**src/rtl/cvid_line_gen.sv**
```systemverilog
module cvid_line_gen #(
  parameter int PIX_DIV     = 1,
  parameter int LINE_CLKS   = 318,
  parameter int SYNC_CLKS   = 24,
  parameter int VSYNC_CLKS  = 136,
  parameter int VID_START   = 35,
  parameter int FRAME_LINES = 262,
  parameter int VSYNC_FIRST = 3,
  parameter int VSYNC_LINES = 3,
  parameter int VIS_FIRST   = 40,
  parameter int VIS_LINES   = 200,
  parameter int LINE_PIX    = 256,
  parameter int WORD_BITS   = 32,
  localparam int WORDS      = LINE_PIX / WORD_BITS,
  localparam int AW         = $clog2(VIS_LINES * WORDS)
) (
  input  logic                 clk,
  input  logic                 rst,
  output logic                 sync_o,
  output logic                 video_o,
  output logic                 fb_rd,
  output logic [AW-1:0]        fb_addr,
  input  logic [WORD_BITS-1:0] fb_data
);
  localparam int WPIX    = WORD_BITS * PIX_DIV;
  localparam int VID_END = VID_START + LINE_PIX * PIX_DIV;
  localparam int HW      = $clog2(LINE_CLKS);
  localparam int VW      = $clog2(FRAME_LINES);

  typedef enum logic {LT_NORM, LT_LONG} ltype_t;

  logic [HW-1:0]        hcnt;
  logic [VW-1:0]        vcnt;
  ltype_t               ltype;
  logic [WORD_BITS-1:0] sh;

  int  h, off1, off2;
  logic vis, ld, rd, in_win, step;

  function automatic ltype_t type_of(input logic [VW-1:0] v);
    return (int'(v) >= VSYNC_FIRST && int'(v) < VSYNC_FIRST + VSYNC_LINES) ? LT_LONG : LT_NORM;
  endfunction

  wire            line_end = (hcnt == HW'(LINE_CLKS - 1));
  wire            last_ln  = (vcnt == VW'(FRAME_LINES - 1));
  wire [VW-1:0]   vnext    = last_ln ? '0 : vcnt + 1'b1;

  always_ff @(posedge clk) begin
    if (rst) begin
      hcnt  <= '0;
      vcnt  <= '0;
      ltype <= type_of('0);
    end else begin
      hcnt <= line_end ? '0 : hcnt + 1'b1;
      if (line_end) begin
        vcnt  <= vnext;
        ltype <= type_of(vnext);
      end
    end
  end

  assign sync_o = !rst && (int'(hcnt) < ((ltype == LT_LONG) ? VSYNC_CLKS : SYNC_CLKS));

  always_comb begin
    h      = int'(hcnt);
    off1   = h + 1 - VID_START;
    off2   = h + 2 - VID_START;
    vis    = int'(vcnt) >= VIS_FIRST && int'(vcnt) < VIS_FIRST + VIS_LINES;
    ld     = vis && off1 >= 0 && (off1 % WPIX) == 0 && (off1 / WPIX) < WORDS;
    rd     = vis && off2 >= 0 && (off2 % WPIX) == 0 && (off2 / WPIX) < WORDS;
    in_win = h >= VID_START && h < VID_END;
    step   = in_win && ((h - VID_START + 1) % PIX_DIV) == 0;
  end

  assign fb_rd   = !rst && rd;
  assign fb_addr = rd ? AW'((int'(vcnt) - VIS_FIRST) * WORDS + off2 / WPIX) : '0;

  always_ff @(posedge clk) begin
    if (rst)       sh <= '0;
    else if (ld)   sh <= fb_data;
    else if (step) sh <= sh << 1;
  end

  assign video_o = !rst && vis && in_win && sh[WORD_BITS-1];

  a_r2_sync_at_start: assert property (@(posedge clk) disable iff (rst)
    line_end |=> sync_o);
  a_r4_type_held: assert property (@(posedge clk) disable iff (rst)
    !line_end |=> $stable(ltype));
  a_r5_frame_wrap: assert property (@(posedge clk) disable iff (rst)
    (line_end && last_ln) |=> (vcnt == '0));
  a_r8_word0_fetched: assert property (@(posedge clk) disable iff (rst)
    (ld && off1 == 0) |-> $past(fb_rd));
  a_r9_rd_spaced: assert property (@(posedge clk) disable iff (rst)
    fb_rd |=> !fb_rd);
endmodule

```
**config.mk**
```make
export PLATFORM = sky130hd
export DESIGN_NAME = cvid_line_gen
export DESIGN_NICKNAME = d
export VERILOG_FILES = /design/src/rtl/cvid_line_gen.sv
export SDC_FILE = /design/constraint.sdc
export NUM_CORES = 1
export LEC_CHECK = 0
export CORE_MARGIN = 5
export CORE_UTILIZATION = 25
export CTS_CLUSTER_SIZE = 24
export DETAILED_ROUTE_END_ITERATION = 8
export DONT_BUFFER_PORTS = 1
export SLEW_MARGIN = 15
export SYNTH_ARGS = -nofsm -noshare
export SYNTH_HDL_FRONTEND = slang
export SYNTH_SLANG_ARGS = --single-unit
```
**constraint.sdc**
```tcl
create_clock -name clk -period 4.65 [get_ports clk]
set_input_delay 0.465 -clock clk [delete_from_list [all_inputs] [get_ports clk]]
set_output_delay 0.465 -clock clk [all_outputs]
set_load 0.02 [all_outputs]
```
* Yosys cells after proc, flatten, opt, wreduce, memory -nomap -nowiden *
Index checks and enable logic that the tools add are counted.

cells by class
  add/subtract/negate cells = 10
  order comparisons = 11
  eq/ne operators = 2
  mux-type cells = 6
  bitwise operators = 2
  reduce and logical (&&, ||, !) cells = 21

operator list
  cell                   count
  $add 32x1->32          2
  $logic_not 32->1       2
  $lt 32x5->1 const B    2
  $mux 32                2
  $ge 11x1->1 const B    2
  $sub 10x6->11 const B  2
  $add 9x1->9 const B    2
  $eq 9x9->1 const B     2
  $ge 9x6->1 const B     2
  $logic_and 1x1->1      14
  $add 11x11->11         1
  $mux 11                1
  $add 9x1->10 const B   1
  $add 9x2->10 const B   1
  $reduce_or 5->1        2
  $ge 9x2->1 const B     1
  $lt 9x3->1 const B     1
  $lt 9x8->1             1
  $lt 9x8->1 const B     1
  $lt 9x9->1 const B     1
  $mux 9                 1
  $mux 8                 1
  $sub 8x6->8 const B    1
  $and 1x1->1            2
  4 further kinds        4

storage, ports and cells
  register bits after elaboration = 51
  input bits = 34
  output and inout bits = 14

* Longest topological paths before layout *
Gate-level depths: netlist (run 1).

  depth after elaboration = 8
  mapped depth = 20
  depth with buffers taken out = 18

* Least setup slack after synthesis (run 1) *
OpenSTA, ideal clock, no wires.

  kind = register to output
  from = register hcnt[0]
  to = output port fb_addr[10]
  arrival time = 4840 ps
  data required time = 4185 ps
  slack = -655 ps
  cell stages (with the launch flop) = 20
  cells stage by stage = dfxtp_1 -> clkbuf_1 -> inv_1 -> ha_1 -> or4b_4 -> buf_6 -> a211oi_4 -> o21a_1 -> ha_1 -> inv_1 -> o41ai_4 -> nand3_1 -> ha_1 -> inv_1 -> ha_1 -> nand3_1 -> o211ai_1 -> o41ai_1 -> xnor2_1 -> a211oi_1

RTL lines
  what                      line  RTL
  start: declaration        32    logic [HW-1:0] hcnt;
  start signal: assignment  54    hcnt <= line_end ? '0 : hcnt + 1'b1;
  end: declaration          22    output logic [AW-1:0] fb_addr,

* Final worst setup path (run 1) *
  from = register hcnt[1]
  to = output port fb_addr[6]

between the ends
  word-level cells in the longest chain between the ends = 8
  elaborated cells between the ends (all ways) = 13

RTL lines
  what                                                                line  RTL
  $add 9x2->10 *                                                      67    off2 = h + 2 - VID_START;
  $sub 10x6->11 *                                                     67
  $reduce_or 5->1 (no source line)                                    n/a
  $and 1x1->1 (no source line)                                        n/a
  $add 32x1->32 (no source line) or $logic_not 32->1 (tied branches)  n/a
  $lt 32x5->1 or $logic_and 1x1->1 (tied branches)                    70    rd = vis && off2 >= 0 && (off2 % WPIX) == 0 && (off2 / WPIX) < WORDS;
  $logic_and 1x1->1                                                   70
  $mux 11 *                                                           76    assign fb_addr = rd ? AW'((int'(vcnt) - VIS_FIRST) * WORDS + off2 / WPIX) : '0;

Mark *: on every way between the ends. The rest lies on a longest branch, timed or not.

==> run_results.csv, run 1 <==
group,metric,value,unit
yosys,synthTopCellsByArea,"dfxtp_1 18%, ha_1 9.7%, a31oi_1 7.0%, mux2_2 6.4%, and4_1 5.1%",
timing,fmax,215,MHz
worst_setup_path,worstPathRequired,4.18,ns
place,dpl_worst_slack,0.126,ns
clock_network,clock-sinks,51,
place,dpl.cell_count,946,
timing,setup_viol,0,
yosys,ys_seq_elements,51,
worst_setup_path,startpoint_type,"flip-flop",
route,dr_total_vias,5282,
cells_and_area,layoutNonFillerInstCount,961,
global_routing,grt_pass1_wl,25000,µm
floorplanning,ioPinCount,48,
outcome,status,"finished, final reports clean",
yosys,synth_edf_count,0,
timing,finalSetupTns,0,ns
power,ir_drop,0.123,mV
power,clkPwrFrac,35.3,%
timing,fin_crit_sh,99.9,%
worst_setup_path,worst-path-max-fanout,7,
power,power_frac_seq,34.1,%
yosys,ys_seq_area_share,18.0,%
floorplanning,design.core.area,22500,µm²
cells_and_area,drive_above_1_share,17.9,%
cells_and_area,final_common_cell,"a31oi_1",
floorplanning,die_area,25800,µm²
clock_network,clkSlewWorstSetupHoldPaths,0.07,ns
route,ant_nets,0,
timing,fin_worst_skew,0.00833,ns
route,avgRoutedWirePerCell,16.1,µm
clock_network,clock_latency,0.30,ns
global_routing,grt_pass1_vias,4870,
place,place_hpwl,9500,µm
route,dr.pass1.iters,5,
worst_setup_path,cp.arrival,4.18,ns
timing,min_period,4.64,ns
cells_and_area,mostFrequentLayoutCells,"63 x a31oi_1, 50 x nand3_1, 47 x dfxtp_1, 37 x nand2b_1, 36 x ha_1",
hold_path,holdCritPathClass,"input pin to flip-flop",
yosys,synthesis.area,5670,µm²
power,switching_share,30.9,%
route,drc,0,
power,p_leak,2.16,nW
power,p_switching,0.405,mW
route,via_per_inst,5.50,
worst_setup_path,crit_path_end_kind,"primary output",
timing,relSlewSlack,22.8,%
worst_setup_path,reg2reg_slack,1.00,ns
route,routed_wl,15400,µm
timing,worst_slack,0.00607,ns
clock_network,numCtsBuffers,5,
timing,slew_viol_final,0,
yosys,synth.top_cell.area_share,18.0,%
cells_and_area,multi_input_area,4410,µm²
yosys,async_reset_ff_share,0,%
route,drtIter0Drc,422,
hold_path,min_path_cells,1,
yosys,synth_cell_types,67,
floorplanning,fp.dieH,161,µm
yosys,syn_nets,791,
cells_and_area,seq_area,1030,µm²
cells_and_area,area_delta_synth_final,12.1,%
global_routing,grt.total_usage,11.3,%
cells_and_area,fill_cells,2374,
timing,holdWs,0.272,ns
global_routing,grt_max_degree,105,
yosys,ys.flop_type,"dfxtp_1",
place,portBuffers,0,
power,internal-power,0.905,mW
clock_network,cts_tree,"done",
floorplanning,die_w,161,µm
floorplanning,start_util,25.2,%
power,pwr-share-comb,30.5,%
worst_setup_path,crit_type,"flip-flop to primary output",
global_routing,antenna_found_initial,1,
yosys,synth_warnings,0,
job,max_cap_viol_count,0,
cells_and_area,nets,753,
power,power_density,206,nW/µm²
timing,hold_viol_final,0,
clock_network,clockRootBuffer,"clkbuf_16",
clock_network,cts.path.max_buffers,2,
clock_network,ctsHtreeMaxLevel,2,
yosys,avgSynthCellArea,7.96,µm²
floorplanning,num_rows,55,
place,routabilityCongestion,0.782,
yosys,synthCells,712,
worst_setup_path,r2r_cells,12,
global_routing,grt-ovfl-total,0,
timing,rsz0062_at_grt,"yes",
timing,tightest_slew,1.16,ns
yosys,yosys.area.top_type,"dfxtp_1",
critical path: stages, from the launching register on:
cell and delay (ns):
dfxtp_2 0.34, inv_4 0.07, ha_4 0.14, or4b_4 0.48, a211oi_4 0.22, o21a_1 0.19
ha_4 0.16, and4_1 0.21, a32oi_2 0.07, o41ai_4 0.09, buf_6 0.19, nand3_4 0.08
ha_4 0.27, nor4bb_1 0.27, nand4_1 0.14, a311oi_1 0.21, o211ai_1 0.17, buf_6 0.20
a211oi_2 0.20, buf_4 0.17
cell families after synthesis:
group                      Yosys count  share of synthesized area [%]
and+or+nand+nor                    276                           29.8
DFF                                 51                           18.0
buffers and inverters              105                           7.99
muxes                               34                           6.71
xor gates and xnor gates            32                           4.95
adders and majority gates           45                           10.1
AOI/OAI and AO/OA                  169                           22.5
cell type report:
| cell class | instances | share of cell area, % |
|---|---|---|
| Clock buffer | 7 | 2.42 |
| Clock inverter | 1 | 0.473 |
| Sequential cell | 51 | 16.2 |
| Tap cell | 285 | 5.62 |
| Inverter | 25 | 1.56 |
| Antenna cell | 1 | 0.0394 |
| Timing Repair Buffer | 35 | 4.26 |
| Multi-Input combinational cell | 556 | 69.4 |
final timing paths:
check / end / from
min reg2reg: sh[0]$_SDFFE_PP0P_ / sh[0]$_SDFFE_PP0P_
max reg2reg: sh[7]$_SDFFE_PP0P_ / hcnt[7]$_SDFF_PP0_
min: vcnt[2]$_SDFFE_PP0P_ / rst
max: fb_addr[6] / hcnt[1]$_SDFF_PP0_
cells in the mapped netlist, types with 2 or more instances:
library cell,count
buf_1,9
or3_1,2
o211ai_1,2
nor4b_1,3
nand3_1,54
buf_4,2
nand4_1,3
and2_1,2
o21ai_0,12
nor2_1,27
nor4_1,35
a21oi_1,20
nor4bb_1,3
inv_1,25
a211oi_1,3
and4_1,33
nand2_1,13
and3_1,8
a211oi_2,10
or4_1,2
a31oi_1,63
xnor2_1,21
and3b_1,2
nand2b_1,37
mux2_2,32
nand3b_1,5
nor2b_1,34
or2_2,2
buf_6,6
mux2i_1,2
nor3_1,6
xor2_1,11
clkbuf_1,58
a311oi_1,3
dfxtp_1,51
ha_1,44
buf_2,5
a2111o_1,2
a41oi_1,32
sequential cells by signal (all words and copies together), names as in the netlist:
signal,flops
vcnt,9
sh,32
ltype,1
hcnt,9
repair_timing:
action | CTS | global route
endpoints found under the setup margin | 12 | 12
gates resized for setup | 18 | 3
cloned | 1 | 0
hold buffers | 0 | 0
pin swaps | 7 | 2
buffers inserted | 5 | 0
stage by stage:
step	total power, mW	utilization, %	cell area, µm²
3_3_place_gp	0.819	26.7	6020
4_1_cts	1.33	28.2	6340
3_5_place_dp	0.824	26.7	6020
6_report	1.31	28.2	6350
2_1_floorplan	0.767	-	5800
5_1_grt	1.39	28.2	6350
power groups by stage:
stage / clock, mW / sequential, mW / combinational [mW]
4_1_cts: 0.478 / 0.447 / 0.402
6_report: 0.463 / 0.447 / 0.400
3_3_place_gp: 0 / 0.457 / 0.362
3_5_place_dp: 0 / 0.457 / 0.367
5_1_grt: 0.496 / 0.448 / 0.441
2_1_floorplan: 0 / 0.457 / 0.310
per-layer routing:
layer | vias to the layer above | share of wire [%] | global-route usage (%)
li1 | 2631 | - | -
met1 | 2559 | 48 | 15.0
met2 | 84 | 48 | 19.6
met3 | 8 | 2.4 | 1.10
met4 | 0 | 1.4 | 3.09
met5 | - | 0 | 0
Power figures use the tool's default switching activity.
==> run 2: changes to the inputs <==
Settings changed: REMOVE_ABC_BUFFERS set to 1, SETUP_SLACK_MARGIN set to 0.05.
==> run_results.csv, run 2 (synthesis gave the netlist of run 1 again) <==
group,metric,value,unit
clock_network,clkSlewWorstSetupHoldPaths,0.07,ns
worst_setup_path,crit_path_end_kind,"primary output",
route,via_per_inst,5.54,
route,dr_total_vias,5397,
cells_and_area,fin_area,6370,µm²
place,portBuffers,0,
floorplanning,design.core.area,22500,µm²
global_routing,grt_pass1_wl,25800,µm
global_routing,grt-ovfl-total,0,
route,drtIter0Drc,405,
cells_and_area,drive_above_1_share,20.4,%
place,place_area,5980,µm²
route,drc,0,
cells_and_area,nets,768,
route,routed_wl,16000,µm
route,ant_nets,0,
floorplanning,ioPinCount,48,
cells_and_area,largest_reg_flops,32,
cells_and_area,num_antenna_cells,0,
route,dr.pass1.iters,5,
global_routing,grt_pass1_vias,4941,
clock_network,numCtsBuffers,5,
power,clkPwrFrac,31.9,%
worst_setup_path,startpoint_type,"flip-flop",
power,internal-power,0.847,mW
job,max_cap_viol_count,0,
floorplanning,start_util,25.2,%
timing,fmax,211,MHz
floorplanning,die_w,161,µm
timing,tightest_slew,1.12,ns
power,power_density,198,nW/µm²
timing,worst_slack,-0.0995,ns
cells_and_area,mostFrequentLayoutCells,"63 x a31oi_1, 51 x nand3_1, 47 x buf_4, 47 x dfxtp_1, 37 x nand2b_1",
power,p_switching,0.414,mW
worst_setup_path,crit_type,"flip-flop to primary output",
timing,slew_viol_final,0,
clock_network,clock-sinks,51,
route,avgRoutedWirePerCell,16.4,µm
timing,min_period,4.75,ns
power,power_frac_seq,35.4,%
power,p_leak,2.22,nW
timing,relSlewSlack,25.2,%
clock_network,cts_tree,"done",
cells_and_area,layoutNonFillerInstCount,975,
global_routing,grt_max_degree,107,
clock_network,cts_hold_buf,0,
floorplanning,fp.dieH,161,µm
outcome,status,"finished with violations",
timing,hold_viol_final,0,
global_routing,grt.total_usage,11.7,%
power,pwr-share-comb,32.7,%
cells_and_area,reg_top3,"sh (32), hcnt (9), vcnt (9)",
cells_and_area,fill_cells,2386,
cells_and_area,area_delta_synth_final,12.4,%
floorplanning,num_rows,55,
timing,fin_crit_sh,102,%
timing,setup_viol,12,
clock_network,clock_latency,0.31,ns
power,switching_share,32.8,%
worst_setup_path,worst-path-max-fanout,6,
hold_path,holdCritPathClass,"input pin to flip-flop",
clock_network,cts.path.max_buffers,2,
power,ir_drop,0.129,mV
place,dpl.cell_count,957,
global_routing,antenna_found_initial,3,
floorplanning,die_area,25800,µm²
outcome,violations,"setup timing",
timing,rsz0062_at_grt,"yes",
cells_and_area,top_register,"sh",
cells_and_area,final_common_cell,"a31oi_1",
place,routabilityCongestion,0.826,
timing,fin_worst_skew,0.00988,ns
clock_network,ctsHtreeMaxLevel,2,
worst_setup_path,worstPathRequired,4.18,ns
worst_setup_path,cp.arrival,4.28,ns
clock_network,clockRootBuffer,"clkbuf_16",
place,place_hpwl,9700,µm
==> run 2: cell types whose count changed in the layout (fill, tap and decap cells not counted), moves of 2 or more <==
cell      previous run  this run
buf_4               33        47
a211oi_2             5        12
a211oi_4             8         1
ha_2                 0         4
ha_4                 8         5
inv_4                2         0
o21ai_1              3         1
==> run 2: per-layer routing <==
layer  wire, µm  global-route usage [%]
met1       7400                    15.5
met2       7810                    19.8
met3        581                    2.16
met5         34                       0
met4        132                    2.70
==> run 2: area by class of cell <==
cell class              count  area [µm²]  area share [%]
flip-flops and latches     51        1030            16.2
multi-input cells         556        4350            68.3
clock buffers               6         139            2.18
repair buffers             50         387            6.07
inverters                  25        93.8            1.47
well taps                 285         357            5.60
clock inverters             2        13.8           0.216
==> run 2: power groups by stage <==
stage | Combinational (mW) | Clock, mW | Sequential [mW]
6_report | 0.412 | 0.403 | 0.447
5_1_grt | 0.451 | 0.433 | 0.448
4_1_cts | 0.388 | 0.418 | 0.447
3_5_place_dp | 0.338 | 0 | 0.456
3_3_place_gp | 0.333 | 0 | 0.456
2_1_floorplan | 0.250 | 0 | 0.459
==> run 2: worst paths after layout <==
kind,endpoint,from,depth (start not counted),slack (ns)
worst max-delay path,fb_addr[3],hcnt[1]$_SDFF_PP0_,20,-0.1
worst min-delay path,vcnt[2]$_SDFFE_PP0P_,rst,1,0.24
worst max register to register,sh[5]$_SDFFE_PP0P_,hcnt[7]$_SDFF_PP0_,11,0.60
worst min register to register,sh[0]$_SDFFE_PP0P_,sh[0]$_SDFFE_PP0P_,2,0.50
==> run 2: stage by stage <==
stage	total power [mW]	utilization (%)	hold WS, ns	TNS [ns]	worst slack [ns]
after floorplan	0.709	-	0.462	-29.53	-1.05
after global placement	0.789	26.6	0.478	0	0.225
after detailed placement	0.794	26.6	0.488	0	0.138
after CTS	1.25	28.0	0.226	-0.0910	-0.0288
after global routing	1.33	28.3	0.232	-3.45	-0.313
final	1.26	28.3	0.240	-0.885	-0.0995
==> run 2: critical path: stages (launching register included) <==
cell	delay, ns
dfxtp_2	0.33
inv_2	0.07
ha_4	0.13
or4b_4	0.48
a211oi_4	0.23
o21a_1	0.16
ha_2	0.18
buf_6	0.10
and4_1	0.20
a32oi_2	0.08
o41ai_4	0.11
buf_4	0.20
buf_6	0.10
nand3_4	0.08
ha_4	0.16
or3_4	0.37
a311oi_2	0.25
o211ai_1	0.17
buf_4	0.23
a211oi_2	0.19
buf_4	0.17
==> run 2: repair_timing <==
| action | 4_1_cts | 5_1_grt |
|---|---|---|
| gates cloned | 0 | 1 |
| setup buffers | 8 | 1 |
| pin swaps | 17 | 8 |
| hold endpoints to repair | 0 | 0 |
| setup endpoints to repair | 12 | 12 |
| gates resized for setup | 26 | 12 |
